## src/rtl/mdio_pkg.sv

```systemverilog
package mdio_pkg;

  localparam int FRAME_BITS    = 64;
  localparam int BIT_W         = $clog2(FRAME_BITS);
  localparam int PREAMBLE_BITS = 32;
  localparam int DATA_BITS     = 16;
  localparam int TA_FIRST      = FRAME_BITS - DATA_BITS - 2;
  localparam int DATA_FIRST    = FRAME_BITS - DATA_BITS;

  typedef enum logic [1:0] {
    OP_WRITE = 2'b01,
    OP_READ  = 2'b10
  } mdio_op_e;

  typedef enum logic {
    ST_IDLE  = 1'b0,
    ST_SHIFT = 1'b1
  } frame_state_e;

  typedef struct packed {
    logic [1:0]  spare;
    logic [1:0]  op;
    logic [4:0]  phy;
    logic [4:0]  regad;
    logic [1:0]  pad;
    logic [15:0] data;
  } maint_word_t;

endpackage

```

## src/rtl/mdio_clk_div.sv

```systemverilog
module mdio_clk_div #(
  parameter int DIV_W = 8
) (
  input  logic             clk,
  input  logic             rst_n,
  input  logic             clr,
  input  logic             run,
  input  logic [DIV_W-1:0] div_half,
  output logic             mdc,
  output logic             rise_tick,
  output logic             fall_tick
);

  logic [DIV_W-1:0] cnt_q, cnt_n;
  logic [DIV_W-1:0] half;
  logic             mdc_q, mdc_n;
  logic             wrap;

  always_comb begin
    half = (div_half == '0) ? DIV_W'(1) : div_half;
    wrap = run && (cnt_q == half - DIV_W'(1));
  end

  always_comb begin
    cnt_n = cnt_q;
    mdc_n = mdc_q;
    if (clr) begin
      cnt_n = '0;
      mdc_n = 1'b0;
    end else if (run) begin
      if (wrap) begin
        cnt_n = '0;
        mdc_n = ~mdc_q;
      end else begin
        cnt_n = cnt_q + DIV_W'(1);
      end
    end
  end

  always_ff @(posedge clk or negedge rst_n) begin
    if (!rst_n) begin
      cnt_q <= '0;
      mdc_q <= 1'b0;
    end else begin
      cnt_q <= cnt_n;
      mdc_q <= mdc_n;
    end
  end

  assign mdc       = mdc_q;
  assign rise_tick = wrap && !mdc_q;
  assign fall_tick = wrap && mdc_q;

endmodule

```

## src/rtl/mdio_frame_eng.sv

```systemverilog
module mdio_frame_eng
  import mdio_pkg::*;
(
  input  logic                  clk,
  input  logic                  rst_n,
  input  logic                  start,
  input  logic                  start_is_read,
  input  logic [FRAME_BITS-1:0] frame_word,
  input  logic                  rise_tick,
  input  logic                  fall_tick,
  input  logic                  mdio_i,
  output logic                  busy,
  output logic                  done,
  output logic                  done_read,
  output logic [DATA_BITS-1:0]  rd_data,
  output logic                  mdio_o,
  output logic                  mdio_oe
);

  frame_state_e          state_q, state_n;
  logic [FRAME_BITS-1:0] sreg_q, sreg_n;
  logic [BIT_W-1:0]      bit_q, bit_n;
  logic                  rd_q, rd_n;
  logic [DATA_BITS-1:0]  sh_q, sh_n;
  logic                  last_bit;

  assign last_bit = (bit_q == BIT_W'(FRAME_BITS - 1));

  always_comb begin
    state_n = state_q;
    sreg_n  = sreg_q;
    bit_n   = bit_q;
    rd_n    = rd_q;
    sh_n    = sh_q;
    case (state_q)
      ST_IDLE: begin
        if (start) begin
          state_n = ST_SHIFT;
          sreg_n  = frame_word;
          bit_n   = '0;
          rd_n    = start_is_read;
          sh_n    = '0;
        end
      end
      ST_SHIFT: begin
        if (rise_tick && rd_q && (bit_q >= BIT_W'(DATA_FIRST))) begin
          sh_n = {sh_q[DATA_BITS-2:0], mdio_i};
        end
        if (fall_tick) begin
          sreg_n = {sreg_q[FRAME_BITS-2:0], 1'b0};
          if (last_bit) begin
            state_n = ST_IDLE;
          end else begin
            bit_n = bit_q + BIT_W'(1);
          end
        end
      end
      default: state_n = ST_IDLE;
    endcase
  end

  always_ff @(posedge clk or negedge rst_n) begin
    if (!rst_n) begin
      state_q <= ST_IDLE;
      sreg_q  <= '0;
      bit_q   <= '0;
      rd_q    <= 1'b0;
      sh_q    <= '0;
    end else begin
      state_q <= state_n;
      sreg_q  <= sreg_n;
      bit_q   <= bit_n;
      rd_q    <= rd_n;
      sh_q    <= sh_n;
    end
  end

  assign busy      = (state_q == ST_SHIFT);
  assign done      = busy && fall_tick && last_bit;
  assign done_read = done && rd_q;
  assign rd_data   = sh_q;
  assign mdio_o    = busy && sreg_q[FRAME_BITS-1];
  assign mdio_oe   = busy && !(rd_q && (bit_q >= BIT_W'(TA_FIRST)));

endmodule

```

## src/rtl/mdio_cmd_reg.sv

```systemverilog
module mdio_cmd_reg
  import mdio_pkg::*;
(
  input  logic                  clk,
  input  logic                  rst_n,
  input  logic                  maint_wr,
  input  logic [31:0]           maint_wdata,
  input  logic                  port_en,
  input  logic                  eng_busy,
  input  logic                  done_read,
  input  logic [DATA_BITS-1:0]  rd_data,
  output logic                  start,
  output logic                  start_is_read,
  output logic [FRAME_BITS-1:0] frame_word,
  output logic [31:0]           maint_rdata
);

  maint_word_t cmd;
  logic [31:0] word_q, word_n;
  logic        op_ok;

  assign cmd = maint_word_t'(maint_wdata);

  always_comb begin
    op_ok         = (cmd.op == OP_WRITE) || (cmd.op == OP_READ);
    start         = maint_wr && port_en && !eng_busy && op_ok;
    start_is_read = (cmd.op == OP_READ);
    frame_word    = {{PREAMBLE_BITS{1'b1}}, 2'b01, cmd.op, cmd.phy,
                     cmd.regad, 2'b10, cmd.data};
  end

  always_comb begin
    word_n = word_q;
    if (start) begin
      word_n = maint_wdata;
    end else if (done_read) begin
      word_n = {word_q[31:DATA_BITS], rd_data};
    end
  end

  always_ff @(posedge clk or negedge rst_n) begin
    if (!rst_n) begin
      word_q <= '0;
    end else begin
      word_q <= word_n;
    end
  end

  assign maint_rdata = word_q;

endmodule

```

## src/rtl/mdio_mgmt_ctrl.sv

```systemverilog
module mdio_mgmt_ctrl
  import mdio_pkg::*;
#(
  parameter int DIV_W = 8
) (
  input  logic             clk,
  input  logic             rst_n,
  input  logic             port_en,
  input  logic [DIV_W-1:0] div_half,
  input  logic             maint_wr,
  input  logic [31:0]      maint_wdata,
  output logic [31:0]      maint_rdata,
  output logic             mdio_idle,
  output logic             mdc,
  output logic             mdio_o,
  output logic             mdio_oe,
  input  logic             mdio_i
);

  logic                  start, start_is_read;
  logic [FRAME_BITS-1:0] frame_word;
  logic                  busy, done, done_read;
  logic [DATA_BITS-1:0]  rd_data;
  logic                  rise_tick, fall_tick;

  mdio_cmd_reg u_cmd (
    .clk           (clk),
    .rst_n         (rst_n),
    .maint_wr      (maint_wr),
    .maint_wdata   (maint_wdata),
    .port_en       (port_en),
    .eng_busy      (busy),
    .done_read     (done_read),
    .rd_data       (rd_data),
    .start         (start),
    .start_is_read (start_is_read),
    .frame_word    (frame_word),
    .maint_rdata   (maint_rdata)
  );

  mdio_clk_div #(.DIV_W(DIV_W)) u_div (
    .clk       (clk),
    .rst_n     (rst_n),
    .clr       (!busy || done),
    .run       (busy && port_en),
    .div_half  (div_half),
    .mdc       (mdc),
    .rise_tick (rise_tick),
    .fall_tick (fall_tick)
  );

  mdio_frame_eng u_eng (
    .clk           (clk),
    .rst_n         (rst_n),
    .start         (start),
    .start_is_read (start_is_read),
    .frame_word    (frame_word),
    .rise_tick     (rise_tick),
    .fall_tick     (fall_tick),
    .mdio_i        (mdio_i),
    .busy          (busy),
    .done          (done),
    .done_read     (done_read),
    .rd_data       (rd_data),
    .mdio_o        (mdio_o),
    .mdio_oe       (mdio_oe)
  );

  assign mdio_idle = !busy;

endmodule

```

## config.mk

```make
export PLATFORM = sky130hd
export DESIGN_NAME = mdio_mgmt_ctrl
export DESIGN_NICKNAME = d
export VERILOG_FILES = /design/src/rtl/mdio_pkg.sv /design/src/rtl/mdio_clk_div.sv /design/src/rtl/mdio_frame_eng.sv /design/src/rtl/mdio_cmd_reg.sv /design/src/rtl/mdio_mgmt_ctrl.sv
export SDC_FILE = /design/constraint.sdc
export NUM_CORES = 1
export LEC_CHECK = 0
export ABC_AREA = 1
export BUFFER_PORTS_ARGS = -buffer_cell sky130_fd_sc_hd__buf_2
export CAP_MARGIN = 10
export CORE_ASPECT_RATIO = 1.1
export CORE_MARGIN = 2
export CORE_UTILIZATION = 40
export DETAILED_ROUTE_END_ITERATION = 10
export MAX_ROUTING_LAYER = met4
export PLACE_DENSITY_LB_ADDON = 0.15
export SYNTH_ARGS = -nofsm -noshare
export SYNTH_HDL_FRONTEND = slang
export SYNTH_SLANG_ARGS = --single-unit
export TNS_END_PERCENT = 50
```

## constraint.sdc

```tcl
create_clock -name clk -period 2 [get_ports clk]
set_clock_uncertainty 0.2 [all_clocks]
set_input_delay 0.2 -clock clk [delete_from_list [all_inputs] [get_ports clk]]
set_output_delay 0.2 -clock clk [all_outputs]
set_load 0.005 [all_outputs]
```

==> flow_summary.ini, run 1 <==
[clocking]
cts_tree = built
cts_buffers = 17
cts_max_level = 4
clockBufferDepth = 2
clock_sinks = 129
insertion_delay_ps = 420
clk_pin_slew_ps = 50
root_buffer = clkbuf_16

[synthesis]
synthTopCellsByCount = nand2_1, dfrtp_1, o21ai_0
synth_top_area_share_pct = 53.3
ys_types = 35
ys_seq_area_share_pct = 53.3
ys.warnings.count = 0
post-synth-top-count-cell = nand2_1
synth_edf_count = 0
synthCells = 703
yosys.area.top_type = dfrtp_1
ys.flop_type = dfrtp_1
synthesis.area_um2 = 6060
ys_top_cells_by_area = dfrtp_1, nand2_1, o21ai_0
avgSynthCellArea_um2 = 8.62
ys_seq_elements = 129
synth_nets = 753
async_reset_ff_share_pct = 100

[die]
die_x_um = 121
start_util_pct = 40.6
num_rows = 47
ios = 81
die_area_um2 = 16100
die_y_um = 133
core_um2 = 14900

[detailed_routing]
first_iter_violations = 328
avgViaCountPerCell = 4.88
drt-total-wl_um = 14700
dr.pass1.iters = 5
drc = 0
ant_nets = 0
wire_per_inst_um = 13.6
num_vias = 5280

[placement]
dp_hpwl_um = 9300
port_buffers = 80
dp_cells = 994
place_congestion = 0.780
preCtsSetupSlack_ps = -622

[grt]
gr-usage-met1_pct = 25.5
grt_max_degree = 66
grt_busiest_layer = met2
use_met3_pct = 4.05
grt_pass1_vias = 5311
grt_pass1_wl_um = 24600
grt_usage_pct = 19.7
grt_overflow_total = 0
grt_use_met2_pct = 30.4
antenna_found_initial = 0

[power]
clockPowerShare_pct = 32.9
p_comb_share_pct = 25.4
ir_drop_mv = 0.720
powerDensity_nw_per_um2 = 1080
switching_power_mw = 2.74
total_power_mw = 9.16
intPower_mw = 6.42
cellLeakagePower_nw = 4.08
seq_power_share_pct = 41.7
p_sw_share_pct = 29.9

[timing]
timing.fmax_mhz = 455
fin_tns_setup_ps = -13050
worst_slew_pin_slew_ps = 554
fin_ws_ps = -197
slew_headroom_pct = 62.9
rsz0062_at_grt = true
hold_viol_final = 0
period_share_pct = 110
period_minus_slack_ps = 2200
slew_viol_final = 0
finalSetupViolCount = 104

[worst_setup_path]
critPathKind = flip-flop to flip-flop
cp.required_ps = 2150
start_kind = flip-flop
rrSetupSlack_ps = -200
path_max_fanout = 20
cp-end-kind = flip-flop
arrival_ps = 2350

[cells_and_area]
n_antenna_cell = 0
fin_nets = 922
stdcell_count = 1081
drive_gt1_share_pct = 30.4
nFillCells = 1339
final_util_pct = 56.9
multiInputGateArea_um2 = 2690
regArea_um2 = 3230
area_growth_syn_to_layout_pct = 40.2

[run_status]
violations = setup timing
status = complete, but fails checks

[min_path]
hp-class = primary input to flip-flop

[job]
drv_cap = 0
==> sequential cells by signal (all words and copies together) (netlist names) <==
register / count
u_eng.bit_q: 6
u_eng.sreg_q: 64
u_eng.busy: 1
u_div.mdc: 1
u_eng.rd_data: 16
u_eng.rd_q: 1
u_cmd.maint_rdata: 32
u_div.cnt_q: 8
==> metrics by stage <==
step	cell area (um2)	hold WS, ps
floorplan	6130	-296
global placement	7040	-125
detailed placement	7040	-125
CTS	8320	5.65
global route	8500	83.7
finish	8500	39.4
==> placed cells by master, fill, tap and decap left out, types with 23 or more instances in the layout <==
master | netlist | layout
a21oi_1 | 32 | 31
buf_2 | 8 | 72
buf_4 | 5 | 57
dfrtp_1 | 129 | 129
dlygate4sd3_1 | 0 | 34
inv_1 | 62 | 56
nand2_1 | 163 | 136
nand2_2 | 1 | 23
nand3_1 | 49 | 32
nor2_1 | 63 | 55
o21ai_0 | 74 | 67
o22a_1 | 29 | 29
==> what timing repair did <==
| action | 4_1_cts | 5_1_grt |
|---|---|---|
| gates resized for setup | 32 | 62 |
| gates cloned | 2 | 1 |
| setup endpoints to repair | 110 | 130 |
| hold buffers | 34 | 0 |
| pin swaps | 22 | 29 |
| buffers inserted | 21 | 3 |
| hold endpoints to repair | 183 | 0 |
==> power groups by stage <==
| stage | clock network (mW) | logic, mW | registers (mW) |
|---|---|---|---|
| after global routing | 3.19 | 2.66 | 3.92 |
| after global placement | 0 | 1.99 | 3.82 |
| final | 3.01 | 2.33 | 3.82 |
| after CTS | 3.08 | 2.27 | 3.82 |
| after floorplan | 0 | 1.27 | 3.80 |
| after detailed placement | 0 | 2.04 | 3.84 |
==> worst max-delay path: stages (launching register included) <==
cell	delay, ps
dfrtp_1	400
nand2_1	80
inv_1	40
nor2_1	70
nand2_1	70
nand2_2	70
nand2_1	50
nor2_1	100
nand2_1	100
nor2_4	160
nand4_2	160
nand2_4	170
bufbuf_16	310
o22a_1	130
==> cells by family (layout without fill, tap and decap cells) <==
kind of cell	count (synthesis)	after routing	share of synthesized area, %
compound gates	145	145	13.9
xor+xnor	13	13	1.88
fa+ha+maj	5	5	1.03
buf+inv	104	285	7.54
flops	129	129	53.3
simple gates	307	308	22.4
==> metal layers <==
metal,wire (um),vias up
li1,-,2648
met5,0,-
met4,314,0
met1,6880,2497
met3,493,29
met2,7050,106
==> layout make-up <==
cell class / count / area share [%]
sequential: 129 / 38.0
multi-input combinational: 471 / 31.6
timing repair buffer: 187 / 17.7
clock buffer: 23 / 5.51
inverter: 66 / 2.96
tap: 196 / 2.89
clock inverter: 9 / 1.27
==> path summary, 6_finish.rpt <==
path / from / end / depth (start not counted)
setup / recovery: u_div.cnt_q[4] / u_eng.sreg_q[35] / 13
hold / removal: maint_wdata[1] / u_eng.sreg_q[1] / 5
setup reg to reg: u_div.cnt_q[4] / u_eng.sreg_q[35] / 13
hold reg to reg: u_cmd.maint_rdata[30] / u_cmd.maint_rdata[30] / 2
max in group asynchronous: rst_n / u_eng.sreg_q[36] / 3
min in group asynchronous: rst_n / u_cmd.maint_rdata[25] / 3
(Power assumes the default switching activity.)
==> run 2, diff against run 1 <==
--- a/config.mk
+++ b/config.mk
@@ -10,10 +10,11 @@
 export CAP_MARGIN = 10
 export CORE_ASPECT_RATIO = 1.1
 export CORE_MARGIN = 2
-export CORE_UTILIZATION = 40
+export CORE_UTILIZATION = 52
 export DETAILED_ROUTE_END_ITERATION = 10
 export MAX_ROUTING_LAYER = met4
 export PLACE_DENSITY_LB_ADDON = 0.15
+export RECOVER_POWER = 25
 export SYNTH_ARGS = -nofsm -noshare
 export SYNTH_HDL_FRONTEND = slang
 export SYNTH_SLANG_ARGS = --single-unit
==> run 2 against run 1 <==
The flow still finishes with violations (setup timing). Critical path type is now primary input to flip-flop. Worst setup slack worse by 92 ps. First-iteration DRC count up 4.3%. Hold slack got worse by 14 ps. Total power increased by 9.4%. Critical endpoint is now u_eng.bit_q[0]. Final cell count is 4.1% lower. Non-clock buffer count is 3 higher. Largest power group unchanged. Via count rose by 5.6%. Critical path depth is 6 higher.
==> flow_summary.ini, run 2 (same netlist as run 1, synthesis figures left out) <==
[die]
die_x_um = 107
num_rows = 41
start_util_pct = 53.0
die_area_um2 = 12500
core_um2 = 11400
ios = 81
die_y_um = 117

[detailed_routing]
first_iter_violations = 342
dr.pass1.iters = 5
wire_per_inst_um = 15.7
drt-total-wl_um = 16300
ant_nets = 0
num_vias = 5575
drc = 0
avgViaCountPerCell = 5.38

[cells_and_area]
layout_commonest_cell = nand2_1
nFillCells = 705
drive_gt1_share_pct = 35.9
max_flop_register = u_eng.sreg_q
n_antenna_cell = 0
largest_reg_flops = 64
fin_nets = 925
multiInputGateArea_um2 = 2900
stdcell_count = 1037
area_growth_syn_to_layout_pct = 46.2
final_cell_mix = nand2_1, dfrtp_1, buf_2
regArea_um2 = 3230

[grt]
gr-usage-met1_pct = 33.6
antenna_found_initial = 0
use_met3_pct = 4.98
grt_overflow_total = 0
grt_pass1_vias = 5408
grt_use_met2_pct = 43.1
grt_pass1_wl_um = 25500
grt_max_degree = 60
grt_busiest_layer = met2
grt_usage_pct = 26.9

[worst_setup_path]
startpoint = div_half[5]
arrival_ps = 2390
cp-end-kind = flip-flop
critPathKind = primary input to flip-flop
cp.required_ps = 2100
start_kind = primary input
path_max_fanout = 6
r2r_start = u_div.cnt_q[5]
rrSetupSlack_ps = -190

[power]
intPower_mw = 6.93
switching_power_mw = 3.09
p_sw_share_pct = 30.9
cellLeakagePower_nw = 4.18
powerDensity_nw_per_um2 = 1130
p_comb_share_pct = 26.5
seq_power_share_pct = 39.6
total_power_mw = 10.0
ir_drop_mv = 0.914
clockPowerShare_pct = 33.9

[clocking]
cts_max_level = 4
cts_tree = built
clockBufferDepth = 2
clk_pin_slew_ps = 60
insertion_delay_ps = 420
cts_buffers = 17
root_buffer = clkbuf_16
clock_sinks = 129

[timing]
hold_viol_final = 0
rsz0062_at_grt = true
slew_viol_final = 0
slew_headroom_pct = 52.4
finalSetupViolCount = 112
fin_ws_ps = -289
period_share_pct = 114
whs_ps = 25.6
period_minus_slack_ps = 2290
worst_slew_pin_slew_ps = 715
timing.fmax_mhz = 437

[placement]
port_buffers = 80
dp_cells = 941
place_congestion = 0.824
dp_hpwl_um = 8860

[run_status]
violations = setup timing
status = complete, but fails checks

[min_path]
holdCritStartpoint = maint_wdata[9]
hp-class = primary input to flip-flop

[job]
drv_cap = 0
[run 2: cell count changes in the layout (fill, tap and decap cells not counted), moves of 5 or more]
cell,before,now
a21oi_2,1,21
nand2_2,23,17
a21oi_1,31,9
nor2_4,4,13
o21ai_0,67,55
nand3_2,17,25
buf_4,57,51
nand3_1,32,24
o21ai_2,0,7
nor2_2,6,13
nand2_1,136,144
o21ai_1,13,18
nor2_1,55,39
[run 2: cell type report]
type,count,share of cell area (%)
sequential,129,36.5
multi-input combinational,471,32.7
timing repair buffer,190,18.6
clock buffer,21,5.20
inverter,66,2.85
tap,150,2.12
clock inverter,10,2.05
[run 2: routing by layer]
metal | vias to the layer above | share of wire (%)
li1 | 2656 | -
met1 | 2711 | 42
met2 | 163 | 51
met3 | 45 | 4.0
met4 | 0 | 3.0
met5 | - | 0
[run 2: path summary, 6_finish.rpt]
check | endpoint | depth (start not counted)
max | u_eng.bit_q[0] | 19
min | u_cmd.maint_rdata[9] | 5
max reg2reg | u_eng.bit_q[0] | 11
min reg2reg | u_cmd.maint_rdata[16] | 2
max in group asynchronous | u_eng.sreg_q[26] | 3
min in group asynchronous | u_eng.rd_data[0] | 2
[run 2: timing repair]
| item | in CTS | in global routing |
|---|---|---|
| endpoints found under the hold margin | 173 | 0 |
| resized for setup | 87 | 86 |
| pin swaps | 22 | 27 |
| endpoints found under the setup margin | 108 | 116 |
| gates cloned | 7 | 4 |
| hold buffers | 31 | 0 |
| setup buffers | 21 | 9 |
[run 2: worst max-delay path, stage by stage]
cell and delay, ps:
buf_6 110, nor2_4 100, nand2_1 70, inv_2 70, nand2_4 60, nand2_4 60, inv_2 50, ha_4 260
xor2_2 160, nand2_1 80, nor2_2 130, nand3_2 110, nor2_4 190, nand4_4 200, nand2_4 200, nand2_4 80
buf_6 140, nand2_1 60, o21ai_2 50
[run 2: power by group through the flow]
stage          registers (mW)  logic, mW  clock network [mW]
6_report                 3.97       2.66                3.40
3_5_place_dp             3.85       1.99                   0
4_1_cts                  3.89       2.42                3.41
3_3_place_gp             3.83       1.91                   0
2_1_floorplan            3.80       1.27                   0
5_1_grt                  4.05       2.97                3.53
[run 2: per-stage QoR]
| stage | setup slack [ps] | setup TNS, ps | cell area, um2 | utilization (%) |
|---|---|---|---|---|
| finish | -289 | -22780 | 8850 | 77.4 |
| detailed placement | -692 | -62150 | 6900 | 60.3 |
| floorplan | -414 | -31440 | 6130 | - |
| global placement | -586 | -54930 | 6900 | 60.3 |
| CTS | -155 | -10360 | 8570 | 74.9 |
| global route | -394 | -33570 | 8850 | 77.4 |
